==> config.mk <==
export PLATFORM = sky130hd
export DESIGN_NAME = bsr_register
export DESIGN_NICKNAME = d
export VERILOG_FILES = /design/src/rtl/bsr_pkg.sv /design/src/rtl/bsr_op_decode.sv /design/src/rtl/bsr_shift_chain.sv /design/src/rtl/bsr_preload_bank.sv /design/src/rtl/bsr_register.sv
export SDC_FILE = /design/constraint.sdc
export NUM_CORES = 1
export LEC_CHECK = 0
export ABC_AREA = 1
export CORE_MARGIN = 4
export CORE_UTILIZATION = 48
export CTS_CLUSTER_SIZE = 40
export DETAILED_ROUTE_END_ITERATION = 7
export HOLD_SLACK_MARGIN = 0.1
export PLACE_DENSITY_LB_ADDON = 0.08
export SYNTH_ARGS = -nofsm -noshare
export SYNTH_HDL_FRONTEND = slang
export SYNTH_SLANG_ARGS = --single-unit
export TNS_END_PERCENT = 100
==> constraint.sdc <==
create_clock -name clk -period 1.2 [get_ports clk]
set_input_delay 0.12 -clock clk [delete_from_list [all_inputs] [get_ports clk]]
set_output_delay 0.12 -clock clk [all_outputs]
set_load 0.02 [all_outputs]
==> src/rtl/bsr_pkg.sv <==
package bsr_pkg;

    typedef enum logic [1:0] {
        INS_OTHER0  = 2'd0,
        INS_SAMPLE  = 2'd1,
        INS_EXTEST  = 2'd2,
        INS_OTHER3  = 2'd3
    } bsr_instr_e;

    typedef enum logic [1:0] {
        OP_IDLE    = 2'd0,
        OP_CAPTURE = 2'd1,
        OP_SHIFT   = 2'd2,
        OP_UPDATE  = 2'd3
    } bsr_op_e;

endpackage

==> src/rtl/bsr_op_decode.sv <==
module bsr_op_decode
    import bsr_pkg::*;
(
    input  logic        capture_dr,
    input  logic        shift_dr,
    input  logic        update_dr,
    input  logic [1:0]  instr_sel,
    output bsr_op_e     op,
    output logic        extest
);
    logic selected;

    always_comb begin
        selected = 1'b0;
        extest   = 1'b0;
        unique case (bsr_instr_e'(instr_sel))
            INS_SAMPLE: selected = 1'b1;
            INS_EXTEST: begin
                selected = 1'b1;
                extest   = 1'b1;
            end
            default: ;
        endcase
    end

    always_comb begin
        op = OP_IDLE;
        if (selected) begin
            if (update_dr)       op = OP_UPDATE;
            else if (capture_dr) op = OP_CAPTURE;
            else if (shift_dr)   op = OP_SHIFT;
        end
    end
endmodule

==> src/rtl/bsr_shift_chain.sv <==
module bsr_shift_chain
    import bsr_pkg::*;
#(
    parameter int N = 107
) (
    input  logic          clk,
    input  logic          rst_n,
    input  bsr_op_e       op,
    input  logic          tdi,
    input  logic [N-1:0]  cap_vec,
    output logic [N-1:0]  stage_q
);
    always_ff @(posedge clk or negedge rst_n) begin
        if (!rst_n) begin
            stage_q <= '0;
        end else begin
            unique case (op)
                OP_CAPTURE: stage_q <= cap_vec;
                OP_SHIFT:   stage_q <= {tdi, stage_q[N-1:1]};
                default:    ;
            endcase
        end
    end

    assert_shift_move_R3: assert property (@(posedge clk) disable iff (!rst_n)
        op == OP_SHIFT |=> (stage_q[N-1] == $past(tdi)) &&
                           (stage_q[N-2:0] == $past(stage_q[N-1:1])));

    assert_idle_hold_R10: assert property (@(posedge clk) disable iff (!rst_n)
        (op == OP_IDLE || op == OP_UPDATE) |=> $stable(stage_q));
endmodule

==> src/rtl/bsr_preload_bank.sv <==
module bsr_preload_bank #(
    parameter int N       = 107,
    parameter int TRI_IDX = 47
) (
    input  logic          clk,
    input  logic          rst_n,
    input  logic          tlr,
    input  logic          upd_en,
    input  logic [N-1:0]  d,
    output logic [N-1:0]  pre_q
);
    for (genvar g = 0; g < N; g++) begin : g_cell
        if (g == TRI_IDX) begin : g_oe_cell
            always_ff @(posedge clk or negedge rst_n) begin
                if (!rst_n)      pre_q[g] <= 1'b1;
                else if (tlr)    pre_q[g] <= 1'b1;
                else if (upd_en) pre_q[g] <= d[g];
            end
        end else begin : g_data_cell
            always_ff @(posedge clk or negedge rst_n) begin
                if (!rst_n)                pre_q[g] <= 1'b0;
                else if (upd_en && !tlr)   pre_q[g] <= d[g];
            end
        end
    end

    assert_tlr_preset_R9: assert property (@(posedge clk) disable iff (!rst_n)
        tlr |=> pre_q[TRI_IDX]);

    assert_update_copy_R4: assert property (@(posedge clk) disable iff (!rst_n)
        (upd_en && !tlr) |=> pre_q == $past(d));

    assert_latch_hold_R5: assert property (@(posedge clk) disable iff (!rst_n)
        (!upd_en && !tlr) |=> $stable(pre_q));
endmodule

==> src/rtl/bsr_register.sv <==
module bsr_register
    import bsr_pkg::*;
#(
    parameter int N       = 107,
    parameter int TRI_IDX = 47
) (
    input  logic          clk,
    input  logic          rst_n,
    input  logic          tlr,
    input  logic          capture_dr,
    input  logic          shift_dr,
    input  logic          update_dr,
    input  logic [1:0]    instr_sel,
    input  logic          tdi,
    output logic          tdo,
    input  logic [N-1:0]  pin_in,
    input  logic [N-1:0]  sys_out,
    input  logic          sys_oe,
    output logic [N-1:0]  pad_out,
    output logic          pad_oe
);
    bsr_op_e      op;
    logic         extest;
    logic [N-1:0] stage_q;
    logic [N-1:0] pre_q;
    logic [N-1:0] cap_vec;
    logic         upd_en;

    bsr_op_decode u_dec (
        .capture_dr (capture_dr),
        .shift_dr   (shift_dr),
        .update_dr  (update_dr),
        .instr_sel  (instr_sel),
        .op         (op),
        .extest     (extest)
    );

    always_comb begin
        cap_vec          = pin_in;
        cap_vec[TRI_IDX] = pre_q[TRI_IDX];
    end

    assign upd_en = (op == OP_UPDATE);

    bsr_shift_chain #(.N(N)) u_chain (
        .clk     (clk),
        .rst_n   (rst_n),
        .op      (op),
        .tdi     (tdi),
        .cap_vec (cap_vec),
        .stage_q (stage_q)
    );

    bsr_preload_bank #(.N(N), .TRI_IDX(TRI_IDX)) u_bank (
        .clk    (clk),
        .rst_n  (rst_n),
        .tlr    (tlr),
        .upd_en (upd_en),
        .d      (stage_q),
        .pre_q  (pre_q)
    );

    assign tdo = stage_q[0];

    for (genvar g = 0; g < N; g++) begin : g_pad
        if (g == TRI_IDX) begin : g_nopin
            assign pad_out[g] = extest ? 1'b0 : sys_out[g];
        end else begin : g_pin
            assign pad_out[g] = extest ? pre_q[g] : sys_out[g];
        end
    end

    assign pad_oe = extest ? (sys_oe & pre_q[TRI_IDX]) : sys_oe;

    assert_func_pass_R6: assert property (@(posedge clk) disable iff (!rst_n)
        (instr_sel != 2'd2) |-> (pad_out == sys_out) && (pad_oe == sys_oe));

    assert_bus_off_R8: assert property (@(posedge clk) disable iff (!rst_n)
        (instr_sel == 2'd2 && !pre_q[TRI_IDX]) |-> !pad_oe);
endmodule

==> flow_summary.yaml <==
timing:
  post-route-period-util_pct: 123
  period_minus_slack_ps: 1480
  fin_worst_skew_ps: 7.42
  slew_headroom_pct: 70.6
  setup_viol: 108
  worst_pin_slew_ps: 441
  holdWs_ps: 136
  fmax_mhz: 675
  setup_ws_ps: -281
  drv_slew: 0
  grt_setup_unrepaired: "yes"
  hold_viol: 0
cells_and_area:
  final_cell_area_mm2: 0.0174
  final_common_cell: "nand2_1"
  syn2layout_area_growth_pct: 55.4
  nNetsFinal: 2238
  final_util_pct: 76.3
  final_layout_size_suffix_gt1_share_pct: 19.5
  final_cell_mix: "603 x nand2_1, 322 x inv_1, 216 x clkdlybuf4s50_1"
floorplanning:
  initial_utilization_pct: 49.1
  core.rowCount: 55
  core_area_mm2: 0.0228
  die_w_um: 161
  die_area_mm2: 0.0258
  fp.dieH_um: 161
  ioPinCount: 333
grt:
  grt_max_degree: 50
  grt_pass1_vias: 10900
  gr-total-overflow: 0
  grt_first_pass_wirelength_mm: 55.2
  track_usage_pct: 26.1
  antenna_found_initial: 2
clock_network:
  h-tree-depth: 1
  clock-sinks: 214
  worstSkewPairLatency_ps: 510
  cts_tree: "built"
  clk_pin_slew_ps: 60
  clk_path_buf_depth: 3
  cts_buffers: 23
  root_buffer: "clkbuf_16"
detailed_routing:
  dr.pass1.iters: 5
  drt_first_iter_violations: 635
  ant_nets: 0
  wl_mm: 35.4
  route.detailed.drc: 0
  vias: 11300
  wl_per_cell_um: 15.1
  vias_per_cell: 4.83
logic_synthesis:
  avgSynthCellArea_um2: 6.97
  yosysTopAreaCell: "dfrtp_1"
  yosysTopAreaCellShare_pct: 47.7
  synthesis.nets: 1832
  yosysWarnings: 0
  syn_area_mm2: 0.0112
  ys_ff_latch: 214
  synth_cell_type_count: 18
  syn_inst: 1605
  synthTopCellsByArea: "dfrtp_1 48%, nand2_1 22%, inv_1 11%"
  ys_seq_area_share_pct: 47.9
setup_path:
  r2r-start: "u_bank.pre_q[47]"
  crit_buf_inv: 2
  cp-start-kind: "flop"
  path_max_fanout: 2
  cp-end-kind: "output port"
  reg2reg_slack_ps: 140
  criticalPathCategory: "reg -> out"
  path_cells: "inv_2 > a21boi_2 > buf_6"
  cp-startpoint: "u_bank.pre_q[47]"
  cp.required_ps: 1080
  slowest_stage: "dfstp_2"
  critPathTopFamily: "flip-flops"
  critPathMaxStageDelay_ps: 530
  critPathArrivalTime_ps: 1360
place:
  dp_worst_setup_slack_ps: -958
  place.gp.congestion: 0.842
  place.port_buffers: 331
  placed_area_mm2: 0.0152
  hpwl_mm: 22.5
power:
  ir_drop_uv: 965
  powerDensity_mw_per_mm2: 1670
  p_leak_nw: 9.50
status:
  violations: "setup timing"
  status: "finished with violations"
hold_path:
  hold_path.class: "in -> async"
flow_run:
  cap_violations: 0
repair_timing:
item,CTS,global route
pin swaps,94,50
setup buffers,37,31
hold buffers,1,0
resized for setup,715,136
cloned,15,1
endpoints found under the hold margin,214,0
setup endpoints to repair,323,182
cells in the mapped netlist:
master and n:
nand2_1 643, inv_1 326, a21oi_1 3, inv_2 2
clkbuf_2 9, ha_1 3, buf_2 44, nand3_1 108
o21ai_0 154, o21ai_1 58, a21boi_0 1, buf_6 9
dfrtp_1 213, nor2_1 1, dfstp_2 1, buf_4 7
buf_8 1, clkbuf_1 22
power breakdown:
| part | switching (mW) | total (mW) | internal (mW) |
|---|---|---|---|
| Clock | 2.92 | 7.54 | 4.62 |
| Combinational | 4.92 | 9.75 | 4.83 |
| Sequential | 1.89 | 11.8 | 9.87 |
| Total | 9.73 | 29.1 | 19.3 |
routing by layer:
| layer | vias to the layer above | track usage [%] | wire length [µm] |
|---|---|---|---|
| met3 | 62 | 4.80 | 2320 |
| met4 | 2 | 6.57 | 862 |
| li1 | 5606 | - | - |
| met1 | 5279 | 33.5 | 14800 |
| met5 | - | 0 | 13 |
| met2 | 348 | 45.7 | 17400 |
worst reg2reg max path: cells and delay by family, from the launching register on:
| family | cells | cell delay (ps) |
|---|---|---|
| DFF | 1 | 530 |
| buffers and inverters | 3 | 290 |
| AOI/OAI and AO/OA | 1 | 160 |
flip-flops by register name (all words and copies together) (netlist names):
name             cells
u_bank.pre_q       107
u_chain.stage_q    107
per-stage QoR:
| stage | setup TNS, ps | instances | power, mW |
|---|---|---|---|
| 4_1_cts | -13240 | 2312 | 28.2 |
| 5_1_grt | -15020 | 2341 | 30.9 |
| 6_report | -9800 | 2341 | 29.1 |
| 3_5_place_dp | -264210 | 2219 | 19.5 |
| 2_1_floorplan | -27540 | 1605 | 16.0 |
| 3_3_place_gp | -258370 | 2219 | 19.3 |
final timing paths:
path | endpoint | depth (start not counted)
max | pad_oe | 3
min | u_bank.pre_q[43] | 2
max reg2reg | u_bank.pre_q[47] | 4
min reg2reg | u_chain.stage_q[23] | 2
max in group asynchronous | u_chain.stage_q[16] | 3
min in group clk | u_chain.stage_q[13] | 5
area by class of cell:
type	count	area, µm²
flip-flops and latches	214	5360
clock inverters	12	168
fillers	1722	5390
multi-input cells	971	4560
well taps	313	392
diodes	1	2.50
repair buffers	473	5020
clock buffers	29	638
inverters	328	1250
kinds of logic after synthesis:
| kind of cell | share of synthesized area [%] |
|---|---|
| AND/OR/NAND/NOR | 26.4 |
| flip-flops | 47.9 |
| adder cells (fa/ha/maj) | 0.336 |
| AO/OA/AOI/OAI | 9.69 |
| buffers and inverters | 15.6 |
Note: power is estimated with default switching activity, not from simulation.
